`config.mk`:
```
export PLATFORM = sky130hd
export DESIGN_NAME = sar_conv_ctrl
export DESIGN_NICKNAME = d
export VERILOG_FILES = /design/src/rtl/sar_ctrl_pkg.sv /design/src/rtl/sar_bit_engine.sv /design/src/rtl/sar_serial.sv /design/src/rtl/sar_mux_decode.sv /design/src/rtl/sar_conv_ctrl.sv
export SDC_FILE = /design/constraint.sdc
export NUM_CORES = 1
export LEC_CHECK = 0
export CORE_MARGIN = 2
export CORE_UTILIZATION = 40
export DETAILED_ROUTE_END_ITERATION = 10
export PLACE_DENSITY = 0.7
export SKIP_CTS_REPAIR_TIMING = 1
export SKIP_LAST_GASP = 1
export SLEW_MARGIN = 20
export SYNTH_ARGS = -nofsm -noshare
export SYNTH_HDL_FRONTEND = slang
export SYNTH_SLANG_ARGS = --single-unit
```
`constraint.sdc`:
```
create_clock -name clk -period 2.4 [get_ports clk]
set_clock_uncertainty 0.15 [all_clocks]
set_input_delay 0.48 -clock clk [delete_from_list [all_inputs] [get_ports clk]]
set_output_delay 0.48 -clock clk [all_outputs]
set_load 0.03 [all_outputs]
```
`src/rtl/sar_ctrl_pkg.sv`:
```
package sar_ctrl_pkg;
  localparam int CFG_W = 7;

  // configuration word without the sleep bit, field order = shift-in order
  typedef struct packed {
    logic single_end;
    logic odd_pol;
    logic addr_hi;
    logic addr_lo;
    logic ref_ch7;
    logic uni;
  } mux_cfg_t;
endpackage

```
`src/rtl/sar_bit_engine.sv`:
```
module sar_bit_engine #(
  parameter int RES_W = 16
) (
  input  logic             clk,
  input  logic             rst_n,
  input  logic             start,
  input  logic             cmp,
  output logic             busy,
  output logic             done,
  output logic [RES_W-1:0] dac_code,
  output logic [RES_W-1:0] result
);
  localparam int IDX_W = $clog2(RES_W);

  logic [RES_W-1:0] sar_q, sar_d, res_d, trial_bit;
  logic [IDX_W-1:0] idx_q, idx_d;
  logic             busy_d, done_d;

  always_comb begin
    trial_bit        = '0;
    trial_bit[idx_q] = 1'b1;
    sar_d  = sar_q;
    idx_d  = idx_q;
    busy_d = busy;
    done_d = 1'b0;
    res_d  = result;
    if (busy) begin
      if (cmp) sar_d = sar_q | trial_bit;
      if (idx_q == '0) begin
        busy_d = 1'b0;
        done_d = 1'b1;
        res_d  = sar_d;
      end else begin
        idx_d = idx_q - 1'b1;
      end
    end else if (start) begin
      busy_d = 1'b1;
      sar_d  = '0;
      idx_d  = IDX_W'(RES_W - 1);
    end
  end

  assign dac_code = busy ? (sar_q | trial_bit) : '0;

  always_ff @(posedge clk or negedge rst_n) begin
    if (!rst_n) begin
      sar_q  <= '0;
      idx_q  <= '0;
      busy   <= 1'b0;
      done   <= 1'b0;
      result <= '0;
    end else begin
      sar_q  <= sar_d;
      idx_q  <= idx_d;
      busy   <= busy_d;
      done   <= done_d;
      result <= res_d;
    end
  end
endmodule

```
`src/rtl/sar_serial.sv`:
```
module sar_serial #(
  parameter int RES_W = 16,
  parameter int CFG_W = 7
) (
  input  logic             clk,
  input  logic             rst_n,
  input  logic             load,
  input  logic             shift_en,
  input  logic             sclk,
  input  logic             sdi,
  input  logic [RES_W-1:0] load_word,
  output logic             sdo,
  output logic [CFG_W-1:0] rx_word,
  output logic             rx_full
);
  localparam int CNT_W = $clog2(CFG_W + 1);

  logic             sclk_q, sclk_rise, sclk_fall;
  logic [RES_W-1:0] tx_q, tx_d;
  logic [CFG_W-1:0] rx_d;
  logic [CNT_W-1:0] cnt_q, cnt_d;

  assign sclk_rise = sclk & ~sclk_q;
  assign sclk_fall = ~sclk & sclk_q;
  assign rx_full   = (cnt_q == CNT_W'(CFG_W));
  assign sdo       = tx_q[RES_W-1];

  always_comb begin
    tx_d  = tx_q;
    rx_d  = rx_word;
    cnt_d = cnt_q;
    if (load) begin
      tx_d  = load_word;
      cnt_d = '0;
    end else if (shift_en) begin
      if (sclk_rise) begin
        rx_d = {rx_word[CFG_W-2:0], sdi};
        if (!rx_full) cnt_d = cnt_q + 1'b1;
      end
      if (sclk_fall) tx_d = tx_q << 1;
    end
  end

  always_ff @(posedge clk or negedge rst_n) begin
    if (!rst_n) begin
      sclk_q  <= 1'b0;
      tx_q    <= '0;
      rx_word <= '0;
      cnt_q   <= '0;
    end else begin
      sclk_q  <= sclk;
      tx_q    <= tx_d;
      rx_word <= rx_d;
      cnt_q   <= cnt_d;
    end
  end
endmodule

```
`src/rtl/sar_mux_decode.sv`:
```
module sar_mux_decode
  import sar_ctrl_pkg::*;
(
  input  mux_cfg_t   cfg,
  output logic [2:0] pos_ch,
  output logic [2:0] neg_ch,
  output logic       neg_gnd,
  output logic       unipolar
);
  always_comb begin
    pos_ch   = {cfg.addr_hi, cfg.addr_lo, cfg.odd_pol};
    unipolar = cfg.uni;
    if (cfg.single_end) begin
      neg_gnd = ~cfg.ref_ch7;
      neg_ch  = cfg.ref_ch7 ? 3'd7 : 3'd0;
    end else begin
      neg_gnd = 1'b0;
      neg_ch  = {cfg.addr_hi, cfg.addr_lo, ~cfg.odd_pol};
    end
  end
endmodule

```
`src/rtl/sar_conv_ctrl.sv`:
```
module sar_conv_ctrl
  import sar_ctrl_pkg::*;
#(
  parameter int RES_W   = 16,
  parameter int ACQ_CYC = 252
) (
  input  logic             clk,
  input  logic             rst_n,
  input  logic             cs_conv,
  input  logic             sclk,
  input  logic             sdi,
  input  logic             cmp,
  output logic             sdo,
  output logic             busy,
  output logic             done,
  output logic [RES_W-1:0] dac_code,
  output logic [2:0]       pos_ch,
  output logic [2:0]       neg_ch,
  output logic             neg_gnd,
  output logic             unipolar,
  output logic             sleep
);
  localparam int ACQ_W = $clog2(ACQ_CYC + 1);

  logic             cs_q, cs_rise, cs_fall, accept, acq_ok, start;
  logic [ACQ_W-1:0] acq_q, acq_d;
  mux_cfg_t         cfg_q, cfg_d;
  logic             sleep_d;
  logic [CFG_W-1:0] rx_word;
  logic             rx_full;
  logic [RES_W-1:0] result;

  assign cs_rise = cs_conv & ~cs_q;
  assign cs_fall = ~cs_conv & cs_q;
  assign accept  = cs_rise & ~busy;
  assign acq_ok  = (acq_q == ACQ_W'(ACQ_CYC));
  assign start   = accept & acq_ok;

  always_comb begin
    if (busy)        acq_d = '0;
    else if (acq_ok) acq_d = acq_q;
    else             acq_d = acq_q + 1'b1;
    cfg_d   = cfg_q;
    sleep_d = sleep;
    if (accept) begin
      if (rx_full) cfg_d = mux_cfg_t'(rx_word[CFG_W-1:1]);
      sleep_d = rx_full & rx_word[0];
    end
  end

  always_ff @(posedge clk or negedge rst_n) begin
    if (!rst_n) begin
      cs_q  <= 1'b1;
      acq_q <= '0;
      cfg_q <= '0;
      sleep <= 1'b0;
    end else begin
      cs_q  <= cs_conv;
      acq_q <= acq_d;
      cfg_q <= cfg_d;
      sleep <= sleep_d;
    end
  end

  sar_bit_engine #(.RES_W(RES_W)) u_engine (
    .clk      (clk),
    .rst_n    (rst_n),
    .start    (start),
    .cmp      (cmp),
    .busy     (busy),
    .done     (done),
    .dac_code (dac_code),
    .result   (result)
  );

  sar_serial #(.RES_W(RES_W), .CFG_W(CFG_W)) u_serial (
    .clk       (clk),
    .rst_n     (rst_n),
    .load      (cs_fall & ~busy),
    .shift_en  (~busy & ~cs_conv),
    .sclk      (sclk),
    .sdi       (sdi),
    .load_word (result),
    .sdo       (sdo),
    .rx_word   (rx_word),
    .rx_full   (rx_full)
  );

  sar_mux_decode u_decode (
    .cfg      (cfg_q),
    .pos_ch   (pos_ch),
    .neg_ch   (neg_ch),
    .neg_gnd  (neg_gnd),
    .unipolar (unipolar)
  );
endmodule

```
== After elaboration in Yosys (flattened, before gate mapping) ==
Index checks and enable logic that the tools add are counted.
W data, S select, Z words.

* Flip-flop bits (word level): 81
* Output and inout bits: 28
* Logic and storage cells: 84

* Add/sub/neg operators: 3
* Order comparisons: 2
* Eq/ne operators: 5
* Mux-type cells: 26
* Bitwise operators: 18
* Reductions and logical operators: 12

{| class="wikitable"
|+ Operators with widths
! operator !! count
|-
| $mux W16 || 7
|-
| $mux W3 || 6
|-
| $mux W8 || 2
|-
| $or A16 B16 Y16 || 1
|-
| $mux W4 || 3
|-
| $and A1 B1 Y1 || 9
|-
| $add A8 B1 Y8 const B || 1
|-
| $eq A8 B8 Y1 const B || 1
|-
| $not A1 Y1 || 8
|-
| $reduce_and A2 Y1 || 4
|-
| $reduce_bool A2 Y1 || 4
|-
| $mux W1 || 7
|-
| $reduce_and A3 Y1 || 2
|-
| $lt A4 B5 Y1 const B || 1
|-
| $demux W1 S4 || 1
|-
| $ge A4 B1 Y1 const B || 1
|-
| $logic_not A4 Y1 || 1
|-
| $ne A2 B1 Y1 const B || 2
|-
| $sub A4 B1 Y4 const B || 1
|-
| $add A3 B1 Y3 const B || 1
|-
| $eq A3 B3 Y1 const B || 1
|-
| $ne A2 B2 Y1 const B || 1
|-
| $logic_and A1 B1 Y1 || 1
|}

== Longest topological paths before layout ==
Gate-level depths: netlist of the first run.

* Depth after elaboration: 7
* Gate-level depth with buffers: 8

== Modules after synthesis ==
Synthesis of the first run repeated with hierarchy kept, for this count alone.

* Cells, all modules: 362
* Area, all modules: 3952.5 µm²

{| class="wikitable"
|+ Modules (own cells, without submodules)
! module !! times used !! cells an instance !! area an instance (µm²) !! seq. area each (µm²)
|-
| sar_bit_engine || 1 || 195 || 1893.1 || 950.9
|-
| sar_serial || 1 || 82 || 1161.1 || 675.6
|-
| sar_conv_ctrl || 1 || 73 || 820.8 || 401.6
|-
| sar_mux_decode || 1 || 12 || 77.6 || 0.0
|}

== Least setup slack after synthesis of the first run ==
Ideal clock, no wire load.

* Path kind: register to output
* Start point: register u_engine.idx_q[0]
* End point: output port dac_code[0]
* Arrival: 1.996 ns
* Required time: 1.770 ns
* Slack: -0.226 ns
* Cell stages (with the launch flop): 5
* Buffers on the path: 0
* Path through: dfrtp_1 inv_1 ha_1 or3b_2 a21boi_0

* Cells in the longest elaborated chain, start to end: 6
* Elaborated cells between the ends (all ways): 7
* Classes of those cells: order compare (2); mux (3); bitwise (1); reduce/logical (1)

{| class="wikitable"
|+ Ends and longest elaborated chain
! element !! line !! source
|-
| start, declared || sar_bit_engine.sv:16 || <nowiki>logic [IDX_W-1:0] idx_q, idx_d;</nowiki>
|-
| start signal, assigned || sar_bit_engine.sv:54 || <nowiki>idx_q <= idx_d;</nowiki>
|-
| $lt A4 B5 Y1 (implied by the code) / $ge A4 B1 Y1 (equally long branches) || sar_bit_engine.sv:21 || <nowiki>trial_bit[idx_q] = 1'b1;</nowiki>
|-
| $logic_and A1 B1 Y1 (implied by the code) || sar_bit_engine.sv:21 ||
|-
| $mux W1 (implied by the code) || sar_bit_engine.sv:21 ||
|-
| $demux W1 S4 (*) || n/a ||
|-
| $or A16 B16 Y16 (*) || sar_bit_engine.sv:43 || <nowiki>assign dac_code = busy ? (sar_q | trial_bit) : '0;</nowiki>
|-
| $mux W16 (*) || sar_bit_engine.sv:43 ||
|-
| end, declared || sar_conv_ctrl.sv:16 || <nowiki>output logic [RES_W-1:0] dac_code,</nowiki>
|}

Every way passes the cells marked *; elsewhere a longest branch is shown, timed or not.

== Worst setup path after layout of the first run ==
* Start point: register u_engine.idx_q[1]
* End point: output port dac_code[0]

Same word-level chain as after synthesis.

==> summary.txt, run 1 <==
Outcome -> finished with violations
Violated checks -> setup timing
Startpoint Class -> flop
Final ANT Viol Nets -> 0
Post-Syn Area -> 0.00383 mm^2
Slew Limit Fails -> 0
Met2 global-route usage -> 0.239
PwrDens -> 599 mW/mm^2
Remaining routing DRC violations -> 0
Arrival @ worst endpoint -> 1.81 ns
Grt ovf -> 0
Grt met3 use -> 0.0246
I/O Buffers -> 33
Final #Nets -> 396
Synth cell types -> 42
Unrepaired setup endpoints after global routing -> yes
Post-synth EDFFs -> 0
Clock slew seen by the registers of the worst setup and hold paths -> 0.08 ns
Fill cells -> 882
WL per Instance -> 14.6 um
Critical path endpoint category -> primary output
Area share of the largest cell type after synthesis -> 0.523
Maximum operating frequency -> 410 MHz
Grt met1 use -> 0.211
Final Hold Fails -> 0
Synth Instances -> 342
Row count -> 35
Ranking of synthesized cells by area -> dfrtp_1, mux2_2, a21oi_1
Initial DRC count -> 91
Core area -> 0.00928 mm^2
FFs w/ async S/R, synth -> 1.00
Largest net degree at the start of global routing -> 39
Hold path depth -> 2
Post-Synth Adder-Cell Area -> 0.0294
Largest family of logic cells by synthesized area -> multiplexers
Max VDD drop -> 209 uV
Initial antenna violation count -> 0
GP Congestion -> 0.819
Worst Path Class, Setup -> reg2out
Worst-path maximum fanout -> 5
Core Util, Final -> 0.487
Die area -> 0.0104 mm^2
Total power -> 2710 uW
Period utilisation layout -> 1.02
Seq/Total Area, Yosys -> 0.530
Synth Warn # -> 0
Hold Crit Class -> reg2reg
Num CTS Buffers -> 9
Die outline height -> 102 um
CTS root buffer -> clkbuf_8
Minimum clock period -> 2.44 ns
Finish-stage setup viols -> 1
GR peak layer -> met2
Area leader, netlist -> dfrtp_1
Max-cap viol count -> 0
Post-synthesis compound-gate area fraction -> 0.108
CTS tree -> yes
Routed WL -> 7520 um
DR vias/cell -> 5.17
H-tree levels -> 3
Drt pass-1 iters -> 4
Diode count -> 0
Later-pin clock latency in the skew report -> 0.35 ns
Synthesis-to-finish area growth -> 18.1%
Share of layout cells above drive strength 1 -> 0.301
Synth Area in XOR/XNOR -> 0
Syn_area_per_cell -> 11.2 um^2
Primary FF master, synth -> dfrtp_1
Clock sinks -> 81
Syn_nets -> 357
Die width -> 102 um
Synth Register Bits -> 81
Actual slew at the worst max-slew pin -> 0.529 ns
I/O pin cnt -> 34
Clk buf depth -> 2
Initial core utilization -> 0.412
Rel. slew slack -> 0.648
Mux cell area share after synthesis -> 0.159
R2r worst-path depth -> 3
All-Layer GR Usage -> 0.155
Required time worst endpoint -> 1.77 ns
Count leader, synth -> dfrtp_1
Vias in the first global route -> 2567
Vias post-DR -> 2664
First-pass GRT wire length -> 12500 um
Worst setup margin -> -0.0361 ns
Pleak -> 0.00209 uW
Simple-gate share of the synthesized area -> 0.133
Post-synth top cells -> dfrtp_1, mux2_2, a21oi_1
DP HPWL -> 5330 um
layout make-up:
class | count | area, um^2 | share of cell area
flip-flops and latches | 81 | 2030 | 0.449
multi-input cells | 226 | 1660 | 0.368
repair buffers | 51 | 463 | 0.102
well taps | 129 | 161 | 0.0357
clock buffers | 12 | 135 | 0.0299
inverters | 12 | 45.0 | 0.00997
clock inverters | 4 | 20.0 | 0.00443
cell usage in the layout (no fill, tap or decap), types with 2 or more instances in the layout:
cell type | synthesis | routed
nor2_1 | 25 | 25
inv_1 | 12 | 11
a41oi_1 | 3 | 3
and3_1 | 8 | 8
o21ai_0 | 11 | 11
ha_1 | 9 | 9
clkdlybuf4s50_1 | 0 | 14
and4_1 | 2 | 2
a21oi_1 | 43 | 43
nand2_1 | 8 | 8
clkinv_2 | 0 | 4
dfrtp_1 | 80 | 78
dfrtp_2 | 0 | 2
buf_12 | 0 | 3
nor3b_2 | 1 | 2
mux2_2 | 53 | 53
a311oi_1 | 3 | 3
and2_1 | 4 | 3
nor3_1 | 4 | 4
clkbuf_8 | 0 | 9
or3_1 | 2 | 2
clkbuf_1 | 12 | 3
buf_4 | 3 | 32
nor2b_1 | 20 | 18
nand3_1 | 9 | 9
a31oi_1 | 5 | 5
final timing paths:
check | slack [ns] | to | startpoint
setup / recovery | -0.04 | dac_code[0] | u_engine.idx_q[1]$_DFFE_PN0P_
hold / removal | 0.35 | u_serial.tx_q[0]$_DFFE_PN0P_ | u_engine.result[0]$_DFFE_PN0P_
setup reg to reg | 0.45 | u_serial.rx_word[3]$_DFFE_PN0P_ | u_engine.busy$_DFF_PN0_
hold reg to reg | 0.35 | u_serial.tx_q[0]$_DFFE_PN0P_ | u_engine.result[0]$_DFFE_PN0P_
max in group asynchronous | 0.98 | cs_q$_DFF_PN1_ | rst_n
min in group asynchronous | 0.49 | u_engine.sar_q[8]$_DFFE_PN0P_ | rst_n
worst max-delay path: stages (launching register included):
cell and delay (ns):
dfrtp_1 0.43, inv_2 0.09, ha_1 0.16, or3b_4 0.42, a21boi_2 0.17, buf_4 0.18
state kept, by name, indices dropped and copies added, names as in the netlist, 3 cells and up:
signal	count
acq_q	8
cfg_q	6
u_engine.idx_q	4
u_engine.result	16
u_engine.sar_q	16
u_serial.cnt_q	3
u_serial.rx_word	7
u_serial.tx_q	16
cell families after synthesis:
| group | Yosys count |
|---|---|
| compound gates | 72 |
| fa+ha+maj | 9 |
| buf+inv | 35 |
| flops | 81 |
| mux | 54 |
| simple gates | 91 |
through the flow:
step / cells / cell area (um^2) / setup TNS [ns] / worst slack (ns) / hold WS [ns]
after floorplan: 342 / 3830 / 0 / 0.116 / 0.0344
after global placement: 498 / 4340 / 0 / 0.0198 / 0.320
after detailed placement: 498 / 4340 / 0 / 0.0124 / 0.330
after CTS: 514 / 4490 / -0.264 / -0.215 / -0.0408
after global routing: 515 / 4520 / -0.110 / -0.110 / 0.376
final: 515 / 4520 / -0.0361 / -0.0361 / 0.347
per-layer routing:
layer	part of all wire	wire [um]	vias to the layer above
met5	0	0	-
met4	0.027	206	0
met3	0.019	146	15
met2	0.48	3580	34
met1	0.48	3590	1334
li1	-	-	1281
power breakdown:
group	switching, uW	internal [uW]	leakage [uW]
Clock	472	370	0.0000839
Combinational	113	185	0.000977
Sequential	73.8	1500	0.00103
Total	658	2050	0.00209
Note: power is estimated with default switching activity, not from simulation.
==> run 2: changes to the inputs <==
Settings changed: SETUP_SLACK_MARGIN from default to 0.2.
Clock period 2.4 ns to 2.55 ns, I/O delays scaled along.
==> run 2 against run 1 <==
Net effect:
- the run ends with hold timing left
- sequential share of layout area decreased by 0.54 points
- first-iteration DRC count grew 26%
- clock power is 15% higher
- critical path type unchanged
==> summary.txt, run 2 (synthesis results as in run 1) <==
Outcome -> finished with violations
Violated checks -> hold timing
H-tree levels -> 3 (unchanged)
GP Congestion -> 0.845 (+3.2%)
All-Layer GR Usage -> 0.159 (+0.00363)
Final ANT Viol Nets -> 0 (unchanged)
Grt ovf -> 0 (unchanged)
Synthesis-to-finish area growth -> 19.6%
Total power -> 2720 uW (+0.36%)
Die outline height -> 102 um (unchanged)
Maximum operating frequency -> 416 MHz
Core area -> 0.00928 mm^2 (unchanged)
Slew Limit Fails -> 0 (unchanged)
Final #Nets -> 397 (+0.25%)
Actual slew at the worst max-slew pin -> 0.548 ns (+0.0190 ns)
Unrepaired setup endpoints after global routing -> yes
Finish-stage setup viols -> 0 (-1)
Num CTS Buffers -> 9 (unchanged)
Most frequent cells in the layout -> dfrtp_1, mux2_2, a21oi_1
Pleak -> 0.00211 uW (+0.99%)
Vias post-DR -> 2709 (+1.7%)
Fill cells -> 879 (-0.34%)
Rel. slew slack -> 0.635 (-0.0127)
DP HPWL -> 5310 um (-0.28%)
Clock slew seen by the registers of the worst setup and hold paths -> 0.08 ns (about the same)
Worst-path maximum fanout -> 5 (unchanged)
WL per Instance -> 15.0 um (+2.5%)
Reg2Reg Launch Point -> u_engine.idx_q[0]$_DFFE_PN0P_
Die area -> 0.0104 mm^2 (unchanged)
Core Util, Final -> 0.493 (+0.00620)
Largest regs -> u_engine.result: 16 flops, u_engine.sar_q: 16 flops, u_serial.tx_q: 16 flops
Worst setup margin -> 0.148 ns (+0.184 ns)
PwrDens -> 594 mW/mm^2 (-0.90%)
Remaining routing DRC violations -> 0 (unchanged)
Critical path endpoint category -> primary output
Required time worst endpoint -> 1.89 ns (+0.12 ns)
Diode count -> 0 (unchanged)
Final Hold Fails -> 3 (+3)
Sum of negative setup slack -> 0 ns (+0.0361 ns)
Period utilisation layout -> 0.942
Largest net degree at the start of global routing -> 43 (+10%)
Clock sinks -> 81 (unchanged)
Routed WL -> 7720 um (+2.7%)
Placed cell areas -> 0.00429 mm^2 (-1.1%)
Vias in the first global route -> 2539 (-1.1%)
Wire length on met2 -> 3820 um (+6.7%)
Drt pass-1 iters -> 4 (unchanged)
Clk buf depth -> 2 (unchanged)
CTS tree -> yes
I/O pin cnt -> 34 (unchanged)
Max VDD drop -> 410 uV (+96%)
Initial antenna violation count -> 0 (unchanged)
Worst Setup Slack post-DPL -> 0.0674 ns (+0.0550 ns)
WL met3 -> 211 um (+45%)
First-pass GRT wire length -> 12800 um (+2.2%)
I/O Buffers -> 33 (unchanged)
Worst Path Class, Setup -> reg2out
Footprint of the multi-input gates -> 0.00168 mm^2 (+1.1%)
Hold Crit Class -> in2async
M1 WL -> 3550 um (-1.0%)
CTS root buffer -> clkbuf_8
Commonest non-fill, non-tap cell in the layout -> dfrtp_1
Minimum clock period -> 2.40 ns
Fin area -> 0.00458 mm^2 (+1.3%)
Die width -> 102 um (unchanged)
Initial DRC count -> 115 (+26%)
Share of layout cells above drive strength 1 -> 0.323 (+0.0225)
DR vias/cell -> 5.25 (+1.5%)
Row count -> 35 (unchanged)
Critical path origin -> u_engine.idx_q[0]$_DFFE_PN0P_
Worst hold slack -> -0.000615 ns (-0.347 ns)
Initial core utilization -> 0.412 (unchanged)
DR top layer -> met4
Arrival @ worst endpoint -> 1.74 ns (-0.07 ns)
Max-cap viol count -> 0 (unchanged)
FF/Latch Area -> 0.00203 mm^2 (about the same)
Later-pin clock latency in the skew report -> 0.35 ns (about the same)
Startpoint Class -> flop
==> run 2: changes by cell type in the layout (fill, tap and decap cells not counted), sizes merged <==
cell / delta
dlygate4sd3: -1
clkinv: -3
clkbuf: +2
dlymetal6s2s: +1
buf: +2
bufinv: +1
clkdlybuf4s50: -1
==> run 2: cell type report <==
cell class / count / area share
sequential: 81 / 0.444
multi-input combinational: 226 / 0.367
timing repair buffer: 52 / 0.0981
clock buffer: 14 / 0.0377
tap: 129 / 0.0353
inverter: 12 / 0.00984
clock inverter: 2 / 0.00765
==> run 2: worst paths after layout <==
check	to	slack [ns]	depth (start not counted)
min in group clk	u_serial.tx_q[0]$_DFFE_PN0P_	0.34	2
setup reg to reg	u_engine.sar_q[0]$_DFFE_PN0P_	0.57	7
hold / removal	u_engine.sar_q[10]$_DFFE_PN0P_	-0.0006	1
setup / recovery	dac_code[0]	0.15	5
max in group asynchronous	cs_q$_DFF_PN1_	1.52	2
hold reg to reg	u_serial.tx_q[0]$_DFFE_PN0P_	0.34	2
==> run 2: routing by layer <==
layer | up-vias | track usage
met5 | - | 0
met4 | 0 | 0.0759
met3 | 10 | 0.0212
met2 | 48 | 0.252
met1 | 1371 | 0.217
li1 | 1280 | -
==> run 2: report_power, final <==
part	switching [uW]	internal [uW]	total [uW]
Sequential	68.3	1410	1480
Combinational	105	167	272
Clock	438	533	971
Total	612	2110	2720
==> run 2: through the flow <==
stage | std cells | hold WS [ns]
6_report | 516 | -0.000615
4_1_cts | 511 | 0.000817
3_5_place_dp | 495 | 0.333
5_1_grt | 516 | 0.0317
3_3_place_gp | 495 | 0.317
2_1_floorplan | 342 | 0.0644
==> run 2: critical path, cell delays in order (launching register included) <==
cell and delay [ns]:
dfrtp_2 0.44, inv_2 0.11, ha_4 0.13, or3b_4 0.39, a21boi_2 0.17, buf_6 0.15
==> run 3: changes to the inputs <==
Settings changed: SETUP_SLACK_MARGIN 0.2 to 0.02.
==> run 3 against run 2 <==
Net effect:
- the run now ends clean
- critical endpoint unchanged
- critical path type unchanged
- sequential cell count stayed put
- maximum frequency is 5.3% lower
- cell area down 2.4%
==> summary.txt, run 3 (synthesis results as in run 1) <==
CTS tree -> yes
Pleak -> 0.00204 uW (-3.5%)
CTS root buffer -> clkbuf_8
Vias post-DR -> 2629 (-3.0%)
Slew Limit Fails -> 0 (unchanged)
Core area -> 0.00928 mm^2 (unchanged)
Largest regs -> u_engine.result: 16 flops, u_engine.sar_q: 16 flops, u_serial.tx_q: 16 flops
Die width -> 102 um (unchanged)
Period utilisation layout -> 0.995 (+0.0527)
Minimum clock period -> 2.54 ns (+0.134 ns)
Share of layout cells above drive strength 1 -> 0.283 (-0.0399)
GP Congestion -> 0.838 (-0.90%)
Row count -> 35 (unchanged)
Later-pin clock latency in the skew report -> 0.34 ns (about the same)
Largest net degree at the start of global routing -> 45 (+4.7%)
Die outline height -> 102 um (unchanged)
Unrepaired setup endpoints after global routing -> yes
Placed cell areas -> 0.00428 mm^2 (-0.20%)
Initial antenna violation count -> 0 (unchanged)
Actual slew at the worst max-slew pin -> 0.502 ns (-0.0453 ns)
Final #Nets -> 389 (-2.0%)
Die area -> 0.0104 mm^2 (unchanged)
Worst-path maximum fanout -> 6 (+1)
All-Layer GR Usage -> 0.156 (-0.00312)
Drt pass-1 iters -> 4 (unchanged)
Placed Cells -> 491 (-0.81%)
Startpoint Class -> flop
Commonest non-fill, non-tap cell in the layout -> dfrtp_1
Maximum operating frequency -> 394 MHz (-5.3%)
Max VDD drop -> 238 uV (-42%)
Diode count -> 0 (unchanged)
Clk buf depth -> 2 (unchanged)
PwrDens -> 571 mW/mm^2 (-3.9%)
Grt ovf -> 0 (unchanged)
Clock sinks -> 81 (unchanged)
Rel. slew slack -> 0.664 (+0.0291)
Num CTS Buffers -> 9 (unchanged)
I/O Buffers -> 33 (unchanged)
DP HPWL -> 5130 um (-3.4%)
Remaining routing DRC violations -> 0 (unchanged)
Initial core utilization -> 0.412 (unchanged)
Synthesis-to-finish area growth -> 16.7%
Worst Path Class, Setup -> reg2out
Final Hold Fails -> 0 (-3)
H-tree levels -> 3 (unchanged)
Final ANT Viol Nets -> 0 (unchanged)
Clock slew seen by the registers of the worst setup and hold paths -> 0.08 ns (about the same)
Total power -> 2550 uW (-6.3%)
WL per Instance -> 14.5 um (-2.8%)
Max-cap viol count -> 0 (unchanged)
Critical path endpoint category -> primary output
Fill cells -> 867 (-1.4%)
First-pass GRT wire length -> 12700 um (-1.1%)
Vias in the first global route -> 2612 (+2.9%)
Initial DRC count -> 78 (-32%)
Fin area -> 0.00447 mm^2 (-2.4%)
DR vias/cell -> 5.19 (-1.2%)
Most frequent cells in the layout -> dfrtp_1, mux2_2, a21oi_1
Required time worst endpoint -> 1.89 ns (about the same)
Finish-stage setup viols -> 0 (unchanged)
Hold Crit Class -> reg2reg
Outcome -> finished, final reports clean
Core Util, Final -> 0.481 (-0.0119)
I/O pin cnt -> 34 (unchanged)
Routed WL -> 7370 um (-4.5%)
Arrival @ worst endpoint -> 1.88 ns (+0.14 ns)
Layout Cells excl Fill -> 507 (-1.7%)
run 3: changes by cell type in the layout (fill, tap and decap cells not counted), sizes merged:
cell / delta
buf: -9
bufinv: -1
clkbuf: -2
clkdlybuf4s50: +2
clkinv: +1
clkinvlp: +1
dlygate4sd3: +1
dlymetal6s2s: -2
run 3: final cells by class:
type                            instances  area (um^2)  share of cell area
Sequential cell                        81         2030               0.454
Multi-Input combinational cell        226         1660               0.372
Timing Repair Buffer                   44          408              0.0913
Tap cell                              129          161              0.0361
Clock buffer                           12          145              0.0325
Inverter                               12         45.0              0.0101
Clock inverter                          3         17.5             0.00392
run 3: through the flow:
stage	setup slack (ns)	hold WS [ns]	setup TNS [ns]
final	0.0132	0.348	0
after global routing	-0.0615	0.357	-0.0615
after CTS	-0.223	-0.188	-0.223
after detailed placement	0.0592	0.189	0
after global placement	0.0978	0.189	0
after floorplan	0.117	0.0644	0
run 3: critical path, cell delays in order, from the launching register on:
cell and delay, ns:
dfrtp_1 0.44, inv_1 0.13, ha_1 0.17, or3b_4 0.42, a21boi_2 0.19, buf_4 0.18
run 3: metal layers:
layer,wire length (um),track usage
met2,3620,0.250
met5,0,0
met3,180,0.0239
met4,159,0.0687
met1,3410,0.210
run 3: where the power goes:
group	internal (uW)	leakage, uW	switching, uW
logic	170	0.000923	105
registers	1410	0.00103	70.6
clock network	373	0.0000822	422
run 3: worst paths after layout:
path,startpoint,end,slack (ns),cells after the start
setup / recovery,u_engine.idx_q[0]$_DFFE_PN0P_,dac_code[0],0.01,5
min in group asynchronous,rst_n,u_engine.result[0]$_DFFE_PN0P_,0.38,2
hold / removal,u_engine.result[0]$_DFFE_PN0P_,u_serial.tx_q[0]$_DFFE_PN0P_,0.35,2
setup reg to reg,u_engine.idx_q[0]$_DFFE_PN0P_,u_engine.result[10]$_DFFE_PN0P_,0.53,5
max in group asynchronous,rst_n,cs_q$_DFF_PN1_,1.24,3
hold reg to reg,u_engine.result[0]$_DFFE_PN0P_,u_serial.tx_q[0]$_DFFE_PN0P_,0.35,2
